[src/rtl/tap_pkg.sv]
package tap_pkg;
   typedef enum logic [3:0] {
      ST_TLR    = 4'd0,
      ST_RTI    = 4'd1,
      ST_SELDR  = 4'd2,
      ST_CAPDR  = 4'd3,
      ST_SHDR   = 4'd4,
      ST_EX1DR  = 4'd5,
      ST_PAUSDR = 4'd6,
      ST_EX2DR  = 4'd7,
      ST_UPDDR  = 4'd8,
      ST_SELIR  = 4'd9,
      ST_CAPIR  = 4'd10,
      ST_SHIR   = 4'd11,
      ST_EX1IR  = 4'd12,
      ST_PAUSIR = 4'd13,
      ST_EX2IR  = 4'd14,
      ST_UPDIR  = 4'd15
   } tap_state_e;

   typedef enum logic [2:0] {
      MD_PASS   = 3'd0,
      MD_DRIVE  = 3'd1,
      MD_SAMPLE = 3'd2,
      MD_FLOAT  = 3'd3,
      MD_CLAMP  = 3'd4
   } pin_mode_e;
endpackage

[src/rtl/tap_fsm.sv]
module tap_fsm
   import tap_pkg::*;
(
   input  logic       tck,
   input  logic       trst_n,
   input  logic       tms,
   output tap_state_e state
);
   tap_state_e nxt;

   always_comb begin
      case (state)
         ST_TLR:    nxt = tms ? ST_TLR    : ST_RTI;
         ST_RTI:    nxt = tms ? ST_SELDR  : ST_RTI;
         ST_SELDR:  nxt = tms ? ST_SELIR  : ST_CAPDR;
         ST_CAPDR:  nxt = tms ? ST_EX1DR  : ST_SHDR;
         ST_SHDR:   nxt = tms ? ST_EX1DR  : ST_SHDR;
         ST_EX1DR:  nxt = tms ? ST_UPDDR  : ST_PAUSDR;
         ST_PAUSDR: nxt = tms ? ST_EX2DR  : ST_PAUSDR;
         ST_EX2DR:  nxt = tms ? ST_UPDDR  : ST_SHDR;
         ST_UPDDR:  nxt = tms ? ST_SELDR  : ST_RTI;
         ST_SELIR:  nxt = tms ? ST_TLR    : ST_CAPIR;
         ST_CAPIR:  nxt = tms ? ST_EX1IR  : ST_SHIR;
         ST_SHIR:   nxt = tms ? ST_EX1IR  : ST_SHIR;
         ST_EX1IR:  nxt = tms ? ST_UPDIR  : ST_PAUSIR;
         ST_PAUSIR: nxt = tms ? ST_EX2IR  : ST_PAUSIR;
         ST_EX2IR:  nxt = tms ? ST_UPDIR  : ST_SHIR;
         default:   nxt = tms ? ST_SELDR  : ST_RTI;
      endcase
   end

   always_ff @(posedge tck or negedge trst_n) begin
      if (!trst_n) state <= ST_TLR;
      else         state <= nxt;
   end
endmodule

[src/rtl/tap_ir.sv]
module tap_ir
   import tap_pkg::*;
#(
   parameter int          IR_W        = 4,
   parameter logic [IR_W-1:0] CODE_DRIVE  = 4'b0000,
   parameter logic [IR_W-1:0] CODE_SAMPLE = 4'b0001,
   parameter logic [IR_W-1:0] CODE_FLOAT  = 4'b1001,
   parameter logic [IR_W-1:0] CODE_CLAMP  = 4'b1100,
   parameter logic [IR_W-1:0] CODE_BYP    = 4'b1111
) (
   input  logic            tck,
   input  logic            trst_n,
   input  tap_state_e      state,
   input  logic            tdi,
   output logic            ir_so,
   output logic [IR_W-1:0] ir_active,
   output pin_mode_e       mode
);
   localparam logic [IR_W-1:0] CAPTURE_VAL = {{(IR_W-2){1'b0}}, 2'b01};

   logic [IR_W-1:0] sr_q;
   logic [IR_W-1:0] eff;

   always_ff @(posedge tck or negedge trst_n) begin
      if (!trst_n) begin
         sr_q      <= CAPTURE_VAL;
         ir_active <= CODE_BYP;
      end else begin
         case (state)
            ST_CAPIR: sr_q <= CAPTURE_VAL;
            ST_SHIR:  sr_q <= {tdi, sr_q[IR_W-1:1]};
            default:  sr_q <= sr_q;
         endcase
         if (state == ST_TLR)        ir_active <= CODE_BYP;
         else if (state == ST_UPDIR) ir_active <= sr_q;
      end
   end

   assign ir_so = sr_q[0];

   always_comb begin
      eff = (state == ST_TLR) ? CODE_BYP : ir_active;
      if (eff == CODE_DRIVE)       mode = MD_DRIVE;
      else if (eff == CODE_SAMPLE) mode = MD_SAMPLE;
      else if (eff == CODE_FLOAT)  mode = MD_FLOAT;
      else if (eff == CODE_CLAMP)  mode = MD_CLAMP;
      else                         mode = MD_PASS;
   end
endmodule

[src/rtl/tap_bsr.sv]
module tap_bsr
   import tap_pkg::*;
#(
   parameter int NPIN = 4,
   localparam int LEN = 2 * NPIN
) (
   input  logic            tck,
   input  logic            trst_n,
   input  tap_state_e      state,
   input  pin_mode_e       mode,
   input  logic            tdi,
   input  logic [NPIN-1:0] core_out,
   input  logic [NPIN-1:0] core_oe,
   input  logic [NPIN-1:0] pin_in,
   output logic            bsr_so,
   output logic [LEN-1:0]  upd_q,
   output logic [NPIN-1:0] pad_out,
   output logic [NPIN-1:0] pad_oe
);
   logic [LEN-1:0] sr_q;
   logic           sel;
   logic           use_upd;
   logic           all_off;

   assign sel     = (mode == MD_DRIVE) || (mode == MD_SAMPLE);
   assign use_upd = (mode == MD_DRIVE) || (mode == MD_CLAMP);
   assign all_off = (mode == MD_FLOAT);

   always_ff @(posedge tck or negedge trst_n) begin
      if (!trst_n) begin
         sr_q  <= '0;
         upd_q <= '0;
      end else if (sel) begin
         case (state)
            ST_CAPDR: sr_q  <= {core_oe, pin_in};
            ST_SHDR:  sr_q  <= {tdi, sr_q[LEN-1:1]};
            ST_UPDDR: upd_q <= sr_q;
            default:  ;
         endcase
      end
   end

   assign bsr_so = sr_q[0];

   for (genvar i = 0; i < NPIN; i++) begin : g_pin
      assign pad_out[i] = use_upd ? upd_q[i] : core_out[i];
      assign pad_oe[i]  = all_off ? 1'b0 :
                          (use_upd ? upd_q[NPIN+i] : core_oe[i]);
   end
endmodule

[src/rtl/jtag_pinctl_tap.sv]
module jtag_pinctl_tap
   import tap_pkg::*;
#(
   parameter int NPIN = 4,
   parameter int IR_W = 4,
   parameter logic [IR_W-1:0] CODE_DRIVE  = 4'b0000,
   parameter logic [IR_W-1:0] CODE_SAMPLE = 4'b0001,
   parameter logic [IR_W-1:0] CODE_FLOAT  = 4'b1001,
   parameter logic [IR_W-1:0] CODE_CLAMP  = 4'b1100,
   parameter logic [IR_W-1:0] CODE_BYP    = 4'b1111
) (
   input  logic            tck,
   input  logic            trst_n,
   input  logic            tms,
   input  logic            tdi,
   output logic            tdo,
   output logic            tdo_oe,
   input  logic [NPIN-1:0] core_out,
   input  logic [NPIN-1:0] core_oe,
   input  logic [NPIN-1:0] pin_in,
   output logic [NPIN-1:0] pad_out,
   output logic [NPIN-1:0] pad_oe,
   output logic            sys_rst_req
);
   localparam int LEN = 2 * NPIN;

   if (NPIN < 1) begin : g_bad_npin
      $error("NPIN must be at least 1");
   end
   if (IR_W < 2) begin : g_bad_irw
      $error("IR_W must be at least 2");
   end

   tap_state_e      fsm_state;
   pin_mode_e       mode;
   logic [IR_W-1:0] ir_q;
   logic [LEN-1:0]  upd_q;
   logic            ir_so;
   logic            bsr_so;
   logic            byp_q;
   logic            dr_so;

   tap_fsm u_fsm (
      .tck    (tck),
      .trst_n (trst_n),
      .tms    (tms),
      .state  (fsm_state)
   );

   tap_ir #(
      .IR_W        (IR_W),
      .CODE_DRIVE  (CODE_DRIVE),
      .CODE_SAMPLE (CODE_SAMPLE),
      .CODE_FLOAT  (CODE_FLOAT),
      .CODE_CLAMP  (CODE_CLAMP),
      .CODE_BYP    (CODE_BYP)
   ) u_ir (
      .tck       (tck),
      .trst_n    (trst_n),
      .state     (fsm_state),
      .tdi       (tdi),
      .ir_so     (ir_so),
      .ir_active (ir_q),
      .mode      (mode)
   );

   tap_bsr #(.NPIN(NPIN)) u_bsr (
      .tck      (tck),
      .trst_n   (trst_n),
      .state    (fsm_state),
      .mode     (mode),
      .tdi      (tdi),
      .core_out (core_out),
      .core_oe  (core_oe),
      .pin_in   (pin_in),
      .bsr_so   (bsr_so),
      .upd_q    (upd_q),
      .pad_out  (pad_out),
      .pad_oe   (pad_oe)
   );

   // single pass-through cell, cleared on capture
   always_ff @(posedge tck or negedge trst_n) begin
      if (!trst_n)                  byp_q <= 1'b0;
      else if (fsm_state == ST_CAPDR) byp_q <= 1'b0;
      else if (fsm_state == ST_SHDR)  byp_q <= tdi;
   end

   assign dr_so = ((mode == MD_DRIVE) || (mode == MD_SAMPLE)) ? bsr_so : byp_q;

   always_ff @(negedge tck or negedge trst_n) begin
      if (!trst_n) begin
         tdo    <= 1'b0;
         tdo_oe <= 1'b0;
      end else begin
         tdo    <= (fsm_state == ST_SHIR) ? ir_so : dr_so;
         tdo_oe <= (fsm_state == ST_SHIR) || (fsm_state == ST_SHDR);
      end
   end

   assign sys_rst_req = (mode == MD_FLOAT) || (mode == MD_CLAMP);
endmodule

[config.mk]
export PLATFORM = sky130hd
export DESIGN_NAME = jtag_pinctl_tap
export DESIGN_NICKNAME = d
export VERILOG_FILES = /design/src/rtl/tap_pkg.sv /design/src/rtl/tap_fsm.sv /design/src/rtl/tap_ir.sv /design/src/rtl/tap_bsr.sv /design/src/rtl/jtag_pinctl_tap.sv
export SDC_FILE = /design/constraint.sdc
export NUM_CORES = 1
export LEC_CHECK = 0
export BUFFER_PORTS_ARGS = -buffer_cell sky130_fd_sc_hd__buf_2
export CAP_MARGIN = 25
export CORE_MARGIN = 4
export CORE_UTILIZATION = 45
export DETAILED_ROUTE_END_ITERATION = 12
export PLACE_DENSITY = 0.74
export RECOVER_POWER = 100
export SLEW_MARGIN = 20
export SYNTH_ARGS = -nofsm -noshare
export SYNTH_HDL_FRONTEND = slang
export SYNTH_HIERARCHICAL = 1
export SYNTH_SLANG_ARGS = --single-unit
[constraint.sdc]
create_clock -name tck -period 4.45 [get_ports tck]
set_clock_uncertainty 0.05 [all_clocks]
set_input_delay 0.6675 -clock tck [delete_from_list [all_inputs] [get_ports tck]]
set_output_delay 0.6675 -clock tck [all_outputs]
set_load 0.02 [all_outputs]
# --- Yosys cells after proc, flatten, opt, wreduce, memory -nomap -nowiden ---
# Cells that the tools add are included.
op_classes:
  n_shift: 0
  eq_ne: 21
  n_reduce_logical: 13
  add_sub_neg: 0
  n_mux: 38
  multipliers: 0
  n_bitwise: 0
  n_div: 0
  magnitude_cmp: 0
op_table:
  columns: ["operator", "count"]
  rows:
  - ["case mux 4 bit (11 select lines)", 1]
  - ["equality test 4 bit, second input constant", 10]
  - ["two-way mux 4 bit", 7]
  - ["two-way mux 1 bit", 19]
  - ["two-way mux 3 bit", 6]
  - ["equality test 4 x 3 -> 1 bit, second input constant", 4]
  - ["case mux 8 bit (2 select lines)", 1]
  - ["equality test 4 x 2 -> 1 bit, second input constant", 2]
  - ["logical NOT 4 bit", 2]
  - ["case mux 4 bit (2 select lines)", 1]
  - ["equality test 3 x 2 -> 1 bit, second input constant", 2]
  - ["two-way mux 2 bit", 3]
  - ["nonzero test 2 bit", 3]
  - ["equality test 4 x 1 -> 1 bit, second input constant", 1]
  - ["logical OR 1 bit", 4]
  - ["AND reduction 2 bit", 2]
  - ["OR reduction 2 bit", 2]
  - ["equality test 3 x 1 -> 1 bit, second input constant", 1]
  - ["equality test 3 bit, second input constant", 1]
totals:
  wordCells: 80
  reg_bits: 31
  output_inout_bits: 11
  n_memories: 0
  mem_bits_rw: 0
  in_bits: 16
  latch_bits: 0
  rom_bits: 0

# --- Depth between registers and ports, before layout ---
# Gate-level depths: netlist of run 1.
depth:
  word_depth: 11
  ltp_mapped: 7

# --- Cells and area by module ---
# The synthesis of run 1 kept the hierarchy.
by_module_without_submodules:
  columns: ["mod", "n_inst", "area_per_inst_um2", "cells_per_inst"]
  rows:
  - ["tap_bsr", 1, 930.9, 69]
  - ["tap_ir", 1, 419.2, 43]
  - ["tap_fsm", 1, 300.3, 37]
  - ["jtag_pinctl_tap", 1, 176.4, 19]

==> out/qor.txt, run 1 <==
Hold Path Class - input port to async pin
share of cells above drive strength 1 - 31.4%
root buffer cell - clkbuf_8
Synth Area in Adders - 0%
Most Crowded Layer GR - met2
clock tree buffer depth - 2
status - finished, violations left
core area - 3800 um2
Post-DP HPWL - 2630 um
mux cell area share after synthesis - 20.0%
Synth async-reset ratio - 100%
Startpoint Class - register
synth warn - 6
first-pass GRT wire length - 6180 um
violated checks - max-capacitance violations, max-slew violations
Arr. time, crit path - 1790 ps
vias after detailed routing - 1432
Cell variety after synth - 41
area of the multi-input gates - 963 um2
grt ovf - 0
DRT Pass-1 Iters - 4
Global Route Usage Sum - 15.3%
WS Path Type - register to register
Seq cells post-synth - 31
Clk Latency, worst-skew pair - 280 ps
die height - 71.7 um
EDFF count, synth - 0
post-synthesis cell area - 1830 um2
FF-to-FF setup slack - 510 ps
largest family of logic cells by synthesized area - multiplexers
H-tree Lvls - 2
synthesized area per cell - 10.9 um2
Most used DFF post-synth - dfrtp_1
TritonCTS clock tree - done
drt wl/cell - 14.7 um
max-cap check violation count - 1
Compound-Gate Fraction of Synth Area - 16.1%
CP Data Required Time - 2300 ps
Area Overhead vs Synth - 15.3%
most frequent cells in the layout - dfrtp_1, mux2_2, buf_2, o21ai_0, clkbuf_1
Syn Nets - 184
FILL cells - 340
largest net degree at the start of global routing - 27
antenna viol nets, final - 0
drt first-iter violations - 105
final slew viol count - 9
worst-case vdd ir drop - 215 uV
num ports - 27
xor/xnor share of the synthesized area - 1.92%
Worst Tran Pin Value - 2400 ps
CTS Sinks - 31
Sum Neg Setup Slack - 0 ps
Reg clk slew, reported paths - 70 ps
Rel. slew slack - -64.0%
met2 Usage GRT - 23.4%
final hold vios - 0
gp weighted congestion - 0.886
number of global-route vias before repair - 1290
DIE WIDTH - 71.7 um
CP max FO - 22
Buffers on Ports - 26
# diodes - 0
cts bufs inserted - 5
met3 Use GR - 4.21%
simple-gate share of the synthesized area - 16.3%
register area share after synthesis - 42.8%
pwr dens - 511 nW/um2
initial antenna violation count - 0
num rows - 22
P_leak - 0.947 nW
most common cell after layout, fill and taps aside - dfrtp_1
DRC errors left - 0
Seq. cell area - 782 um2
Setup crit end kind - register
# hold bufs at CTS - 0
Setup Fix Bufs, Post-CTS - 0
final wirelength - 3710 um
GR Layer Usage met1 - 20.5%
die area - 5140 um2
Vias/cell - 5.68
initial core utilization - 48.1%
Mapped Cells - 168
post-cts resize count - 0
RSZ-0062 raised after global routing - no
# setup viols final - 0
Nets - 219
fin util - 55.5%
worst max-delay path: stages, from the launching register on:
cell      delay (ps)
dfrtp_1          360
clkbuf_1         630
nand4b_1         300
nor2_1           150
a31oi_1           50
final cells by class:
class	count	area share (%)
clock inverters	3	2.08
multi-input cells	126	45.7
inverters	5	0.891
clock buffers	5	3.27
repair buffers	34	8.08
well taps	48	2.85
flip-flops and latches	31	37.1
registers in the layout, summed over array words and instances (netlist names):
signal,cells
byp_q,1
tdo,1
tdo_oe,1
u_bsr/sr_q,8
u_bsr/upd_q,8
u_fsm/state,4
u_ir/ir_active,4
u_ir/sr_q,4
cell families after synthesis:
family	count (synthesis)
AND/OR/NAND/NOR	46
AO/OA/AOI/OAI	43
multiplexers	33
flip-flops	31
buffers and inverters	11
XOR/XNOR	4
routing by layer:
metal	vias up	wire, um	part of all wire [%]
li1	702	-	-
met1	698	1780	48
met4	0	38	1.0
met2	28	1760	47
met3	4	137	3.7
met5	-	0	0
synthesized netlist by cell type, types with 2 or more instances:
master / number / area share [%]
nor3b_1: 2 / 0.82
nor3_2: 4 / 2.2
nand2b_1: 3 / 1.0
nor4b_1: 2 / 0.96
a211oi_1: 3 / 1.2
buf_2: 3 / 0.82
mux2i_1: 5 / 2.7
o21ai_1: 4 / 1.1
or4b_1: 2 / 1.1
a21oi_1: 9 / 2.5
o21ai_0: 10 / 2.7
nand3b_1: 2 / 0.82
a22oi_1: 4 / 1.6
nor2b_1: 2 / 0.68
inv_1: 5 / 1.0
dfstp_2: 5 / 7.2
nand2_1: 11 / 2.3
o22ai_1: 2 / 0.68
a221oi_1: 4 / 1.9
dfrtn_1: 2 / 2.7
dfrtp_1: 24 / 33
o211ai_1: 2 / 0.82
buf_4: 2 / 0.82
nor2_1: 8 / 1.6
nand3_1: 3 / 0.82
mux2_2: 28 / 17
xnor2_1: 3 / 1.4
final timing paths:
check / from / endpoint / depth (start not counted)
worst max-delay path: u_fsm/state[3] / tdo / 4
worst min-delay path: trst_n / u_ir/sr_q[2] / 1
worst max register to register: u_fsm/state[3] / tdo / 4
worst min register to register: u_bsr/upd_q[3] / u_bsr/upd_q[3] / 1
max in group asynchronous: trst_n / tdo_oe / 2
min in group tck: u_bsr/upd_q[3] / u_bsr/upd_q[3] / 1
power by group:
group | internal (mW) | switching, mW | total (mW)
Sequential | 0.355 | 0.0494 | 0.405
Combinational | 0.160 | 0.233 | 0.393
Clock | 0.167 | 0.112 | 0.279
Total | 0.682 | 0.395 | 1.08
stage by stage:
step / power [mW] / std cells / instance area [um2] / setup slack, ps / hold WS (ps)
after floorplan: 0.707 / 168 / 1830 / 277 / 322
after global placement: 0.802 / 244 / 2040 / 602 / 435
after detailed placement: 0.816 / 244 / 2040 / 569 / 442
after CTS: 1.09 / 252 / 2160 / 560 / 143
after global routing: 1.14 / 252 / 2110 / 286 / 205
final: 1.08 / 252 / 2110 / 509 / 188
Power figures use the tool's default switching activity.
==> inputs of run 2 (changes only) <==
--- a/config.mk
+++ b/config.mk
@@ -6,12 +6,12 @@
 export NUM_CORES = 1
 export LEC_CHECK = 0
 export BUFFER_PORTS_ARGS = -buffer_cell sky130_fd_sc_hd__buf_2
-export CAP_MARGIN = 25
 export CORE_MARGIN = 4
 export CORE_UTILIZATION = 45
 export DETAILED_ROUTE_END_ITERATION = 12
 export PLACE_DENSITY = 0.74
 export RECOVER_POWER = 100
+export REMOVE_ABC_BUFFERS = 1
 export SLEW_MARGIN = 20
 export SYNTH_ARGS = -nofsm -noshare
 export SYNTH_HDL_FRONTEND = slang
==> constraint.sdc (replaced) <==
create_clock -name tck -period 3.65 [get_ports tck]
set_clock_uncertainty 0.05 [all_clocks]
set_input_delay 0.5475 -clock tck [delete_from_list [all_inputs] [get_ports tck]]
set_output_delay 0.5475 -clock tck [all_outputs]
set_load 0.02 [all_outputs]
==> out/qor.txt, run 2 (synthesized netlist as in run 1, its figures left out) <==
Rel. slew slack - 22.1%
slowest cell on the critical path - dfrtp_1
most frequent cells in the layout - mux2_2, dfrtp_1, buf_2, o21ai_0, clkbuf_1
clock tree buffer depth - 2
Area Overhead vs Synth - 15.1%
first-pass GRT wire length - 6110 um
Setup Fix Bufs, Post-CTS - 0
pwr dens - 587 nW/um2
post-cts resize count - 0
Seq. cell area - 782 um2
Top Family by Delay on Critical Path - simple AND/OR/NAND/NOR gates
Worst Tran Pin Value - 1160 ps
RSZ-0062 raised after global routing - no
Buffers & Inverters on Critical Path - 0
Global Route Usage Sum - 15.4%
die area - 5140 um2
core area - 3800 um2
max-cap check violation count - 0
Placement Setup Slack - 282 ps
final slew viol count - 0
worst-case vdd ir drop - 351 uV
cell total after placement - 246
Arr. time, crit path - 1810 ps
DRC errors left - 0
Buffers on Ports - 26
num rows - 22
final hold vios - 0
CP max FO - 3
number of global-route vias before repair - 1297
drt first-iter violations - 54
biggest registers after layout - u_bsr/sr_q (8), u_bsr/upd_q (8)
Final WS setup - 276 ps
root buffer cell - clkbuf_8
WS Path Type - register to register
DIE WIDTH - 71.7 um
FILL cells - 342
P_leak - 0.941 nW
gp weighted congestion - 0.758
Clk Latency, worst-skew pair - 280 ps
grt ovf - 0
Post-DP HPWL - 2620 um
H-tree Lvls - 2
initial core utilization - 48.1%
Setup crit end kind - register
Hold Path Class - input port to async pin
CP Data Required Time - 2080 ps
Reg clk slew, reported paths - 60 ps
initial antenna violation count - 0
status - completed
most common cell after layout, fill and taps aside - mux2_2
Startpoint Class - register
# setup viols final - 0
non-filler cells, final - 254
critical path, cell by cell - nor3_2, a21o_4, nor3b_2, xnor2_1, or3b_1, a31oi_1
antenna viol nets, final - 0
cts bufs inserted - 5
Nets - 221
largest stage delay on the critical path - 390 ps
die height - 71.7 um
Critical Path Start - u_fsm/state[0]
CTS Sinks - 31
# diodes - 0
# hold bufs at CTS - 0
vias after detailed routing - 1408
area of the multi-input gates - 975 um2
TritonCTS clock tree - done
drt wl/cell - 14.1 um
share of cells above drive strength 1 - 34.0%
final wirelength - 3590 um
DRT Pass-1 Iters - 4
Vias/cell - 5.54
largest net degree at the start of global routing - 26
num ports - 27
worst r2r src - u_fsm/state[0]
[run 2: routing by layer]
| layer | track usage, % | part of all wire, % | vias up | routed length [um] |
|---|---|---|---|---|
| met5 | 0 | 0 | - | 0 |
| met4 | 8.14 | 2.0 | 0 | 73 |
| met3 | 4.77 | 4.6 | 4 | 166 |
| met2 | 22.1 | 46 | 32 | 1640 |
| met1 | 20.6 | 48 | 674 | 1710 |
| li1 | - | - | 698 | - |
[run 2: final cells by class]
cell class | instances | area share [%]
inverters | 5 | 0.892
repair buffers | 36 | 8.74
flip-flops and latches | 31 | 37.2
clock buffers | 5 | 3.27
multi-input cells | 126 | 46.3
clock inverters | 3 | 0.714
well taps | 48 | 2.86
[run 2: worst paths after layout]
| check | end | slack (ps) | depth (start not counted) |
|---|---|---|---|
| min reg2reg | u_ir/sr_q[0] | 450 | 2 |
| min | u_ir/sr_q[3] | 260 | 1 |
| max | tdo | 280 | 6 |
| max reg2reg | tdo | 280 | 6 |
| min in group tck | u_ir/sr_q[0] | 450 | 2 |
| max in group asynchronous | tdo_oe | 1090 | 1 |
[run 2: metrics by stage]
step	cell area (um2)	power, mW	hold slack, ps	TNS, ps	utilization (%)
final	2100	1.23	257	0	55.4
after global routing	2100	1.33	322	0	55.4
after CTS	2140	1.26	103	0	56.4
after detailed placement	2060	1.00	415	0	54.2
after global placement	2060	0.982	416	0	54.2
after floorplan	1790	0.838	202	-357	-
[run 2: power breakdown]
| group | internal (mW) | switching (mW) | total, mW | leakage [nW] |
|---|---|---|---|---|
| Combinational | 0.206 | 0.283 | 0.489 | 0.491 |
| Sequential | 0.433 | 0.0573 | 0.491 | 0.402 |
| Clock | 0.130 | 0.125 | 0.255 | 0.0477 |
==> inputs of run 3 (changes only) <==
--- a/config.mk
+++ b/config.mk
@@ -5,7 +5,9 @@
 export SDC_FILE = /design/constraint.sdc
 export NUM_CORES = 1
 export LEC_CHECK = 0
+export ABC_AREA = 1
 export BUFFER_PORTS_ARGS = -buffer_cell sky130_fd_sc_hd__buf_2
+export CAP_MARGIN = 40
 export CORE_MARGIN = 4
 export CORE_UTILIZATION = 45
 export DETAILED_ROUTE_END_ITERATION = 12
==> constraint.sdc (replaced) <==
create_clock -name tck -period 3.65 [get_ports tck]
set_clock_uncertainty 0.05 [all_clocks]
set_input_delay 0.73 -clock tck [delete_from_list [all_inputs] [get_ports tck]]
set_output_delay 0.73 -clock tck [all_outputs]
set_load 0.02 [all_outputs]
==> out/qor.txt, run 3 <==
status - completed
CTS Sinks - 31
Rel. slew slack - 31.7%
Sum Neg Setup Slack - 0 ps
P_leak - 1.23 nW
die height - 74.5 um
Clk Latency, worst-skew pair - 280 ps
slowest cell on the critical path - dfrtn_1
Yosys top cell by area - dfrtp_1
Seq cells post-synth - 31
Buffers & Inverters on Critical Path - 1
final slew viol count - 0
Reg clk slew, reported paths - 70 ps
most frequent cells in the layout - nand2_1, nand3_1, nor2_1, dfrtp_1, inv_1
DRT Pass-1 Iters - 5
number of global-route vias before repair - 1753
Cell variety after synth - 25
H-tree Lvls - 2
num ports - 27
FILL cells - 436
gp weighted congestion - 0.921
Setup Fix Bufs, Post-CTS - 0
clock tree buffer depth - 2
Arr. time, crit path - 2730 ps
grt ovf - 0
vias after detailed routing - 1906
Top Family by Delay on Critical Path - flip-flops
EDFF count, synth - 0
placed cell areas - 2210 um2
DIE WIDTH - 74.5 um
drt wl/cell - 11.8 um
Area Overhead vs Synth - 11.9%
Vias/cell - 4.98
Nets - 348
Buffers on Ports - 26
DRC errors left - 0
critical path, cell by cell - clkbuf_1
drt first-iter violations - 125
share of cells above drive strength 1 - 16.2%
root buffer cell - clkbuf_8
cts bufs inserted - 5
# hold bufs at CTS - 0
max-cap check violation count - 0
synthesized area per cell - 6.75 um2
core area - 4140 um2
CP Data Required Time - 2870 ps
post-route cell area - 2230 um2
post-synthesis cell area - 1990 um2
Post-DP HPWL - 3380 um
TritonCTS clock tree - done
synth warn - 6
die area - 5550 um2
register area share after synthesis - 39.3%
Startpoint Class - register
Mapped Cells - 295
most common cell after layout, fill and taps aside - nand2_1
Hold Path Class - input port to async pin
antenna viol nets, final - 0
Global Route Usage Sum - 17.5%
WS Path Type - register to primary output
Yosys top cell area share - 30.2%
Seq. cell area - 782 um2
worst-case vdd ir drop - 312 uV
num rows - 23
Commonest cells post-synth - nand2_1, nand3_1, nor2_1
largest net degree at the start of global routing - 21
Synth async-reset ratio - 100%
CP max FO - 1
initial core utilization - 48.1%
Setup crit end kind - primary output
pwr dens - 722 nW/um2
Worst Tran Pin Value - 1020 ps
# diodes - 0
area of the multi-input gates - 1010 um2
top-count cell post-synth - nand2_1
# setup viols final - 0
synth top area cells - dfrtp_1, nand2_1, nand3_1, dfstp_2, nor2_1
largest stage delay on the critical path - 390 ps
initial antenna violation count - 0
Most used DFF post-synth - dfrtp_1
final hold vios - 0
post-cts resize count - 0
first-pass GRT wire length - 7510 um
biggest registers after layout - u_bsr/sr_q (8), u_bsr/upd_q (8)
final wirelength - 4510 um
RSZ-0062 raised after global routing - no
run 3: cell types whose count changed in the layout (fill, tap and decap cells not counted), sizes merged, moves of 8 or more:
cell	previous run	this run
a21oi	9	1
nand3	3	38
inv	5	28
mux2	28	0
nand2	11	137
nor2	8	36
run 3: routing by layer:
layer  vias up  wire length [um]  track usage [%]
met5         -                 0                0
met4         0                52             5.53
met3         4               230             3.92
met2        42              2130             30.1
met1       864              2090             21.6
li1        996                 -                -
run 3: final timing paths:
check	from	endpoint	slack, ps	cells after the start
max	tdo_oe	tdo_oe	140	1
min in group tck	u_bsr/upd_q[4]	u_bsr/upd_q[4]	430	2
max in group asynchronous	trst_n	tdo	960	1
max reg2reg	u_ir/ir_active[0]	tdo	290	9
min	trst_n	u_bsr/upd_q[7]	420	1
min reg2reg	u_bsr/upd_q[4]	u_bsr/upd_q[4]	430	2
run 3: through the flow:
stage               utilization (%)  setup WS (ps)  hold slack, ps  power [mW]  instances
global route                   53.8            105             453        1.75        383
CTS                            55.4            203             283        1.65        383
finish                         53.8            140             416        1.61        383
floorplan                         -           57.3             384        1.17        292
global placement               53.4            423             400        1.37        375
detailed placement             53.4            348             411        1.39        375
run 3: final cells by class:
cell class / count / area share (%)
Inverter: 30 / 5.73
Sequential cell: 31 / 35.1
Multi-Input combinational cell: 231 / 45.4
Clock inverter: 1 / 0.225
Tap cell: 50 / 2.81
Timing Repair Buffer: 33 / 7.30
Clock buffer: 7 / 3.43
run 3: cells by family (layout without fill, tap and decap cells):
group / Yosys count / in the layout / synth area share, %
AND/OR/NAND/NOR: 217 / 217 / 48.7
buffers and inverters: 33 / 71 / 7.79
flip-flops: 31 / 31 / 39.3
AO/OA/AOI/OAI: 14 / 14 / 4.21
run 3: where the power goes:
part	switching (mW)	total, mW	internal (mW)	leakage, nW
Sequential	0.0861	0.585	0.499	0.370
Clock	0.119	0.253	0.133	0.0422
Combinational	0.518	0.770	0.252	0.819
Total	0.723	1.61	0.885	1.23
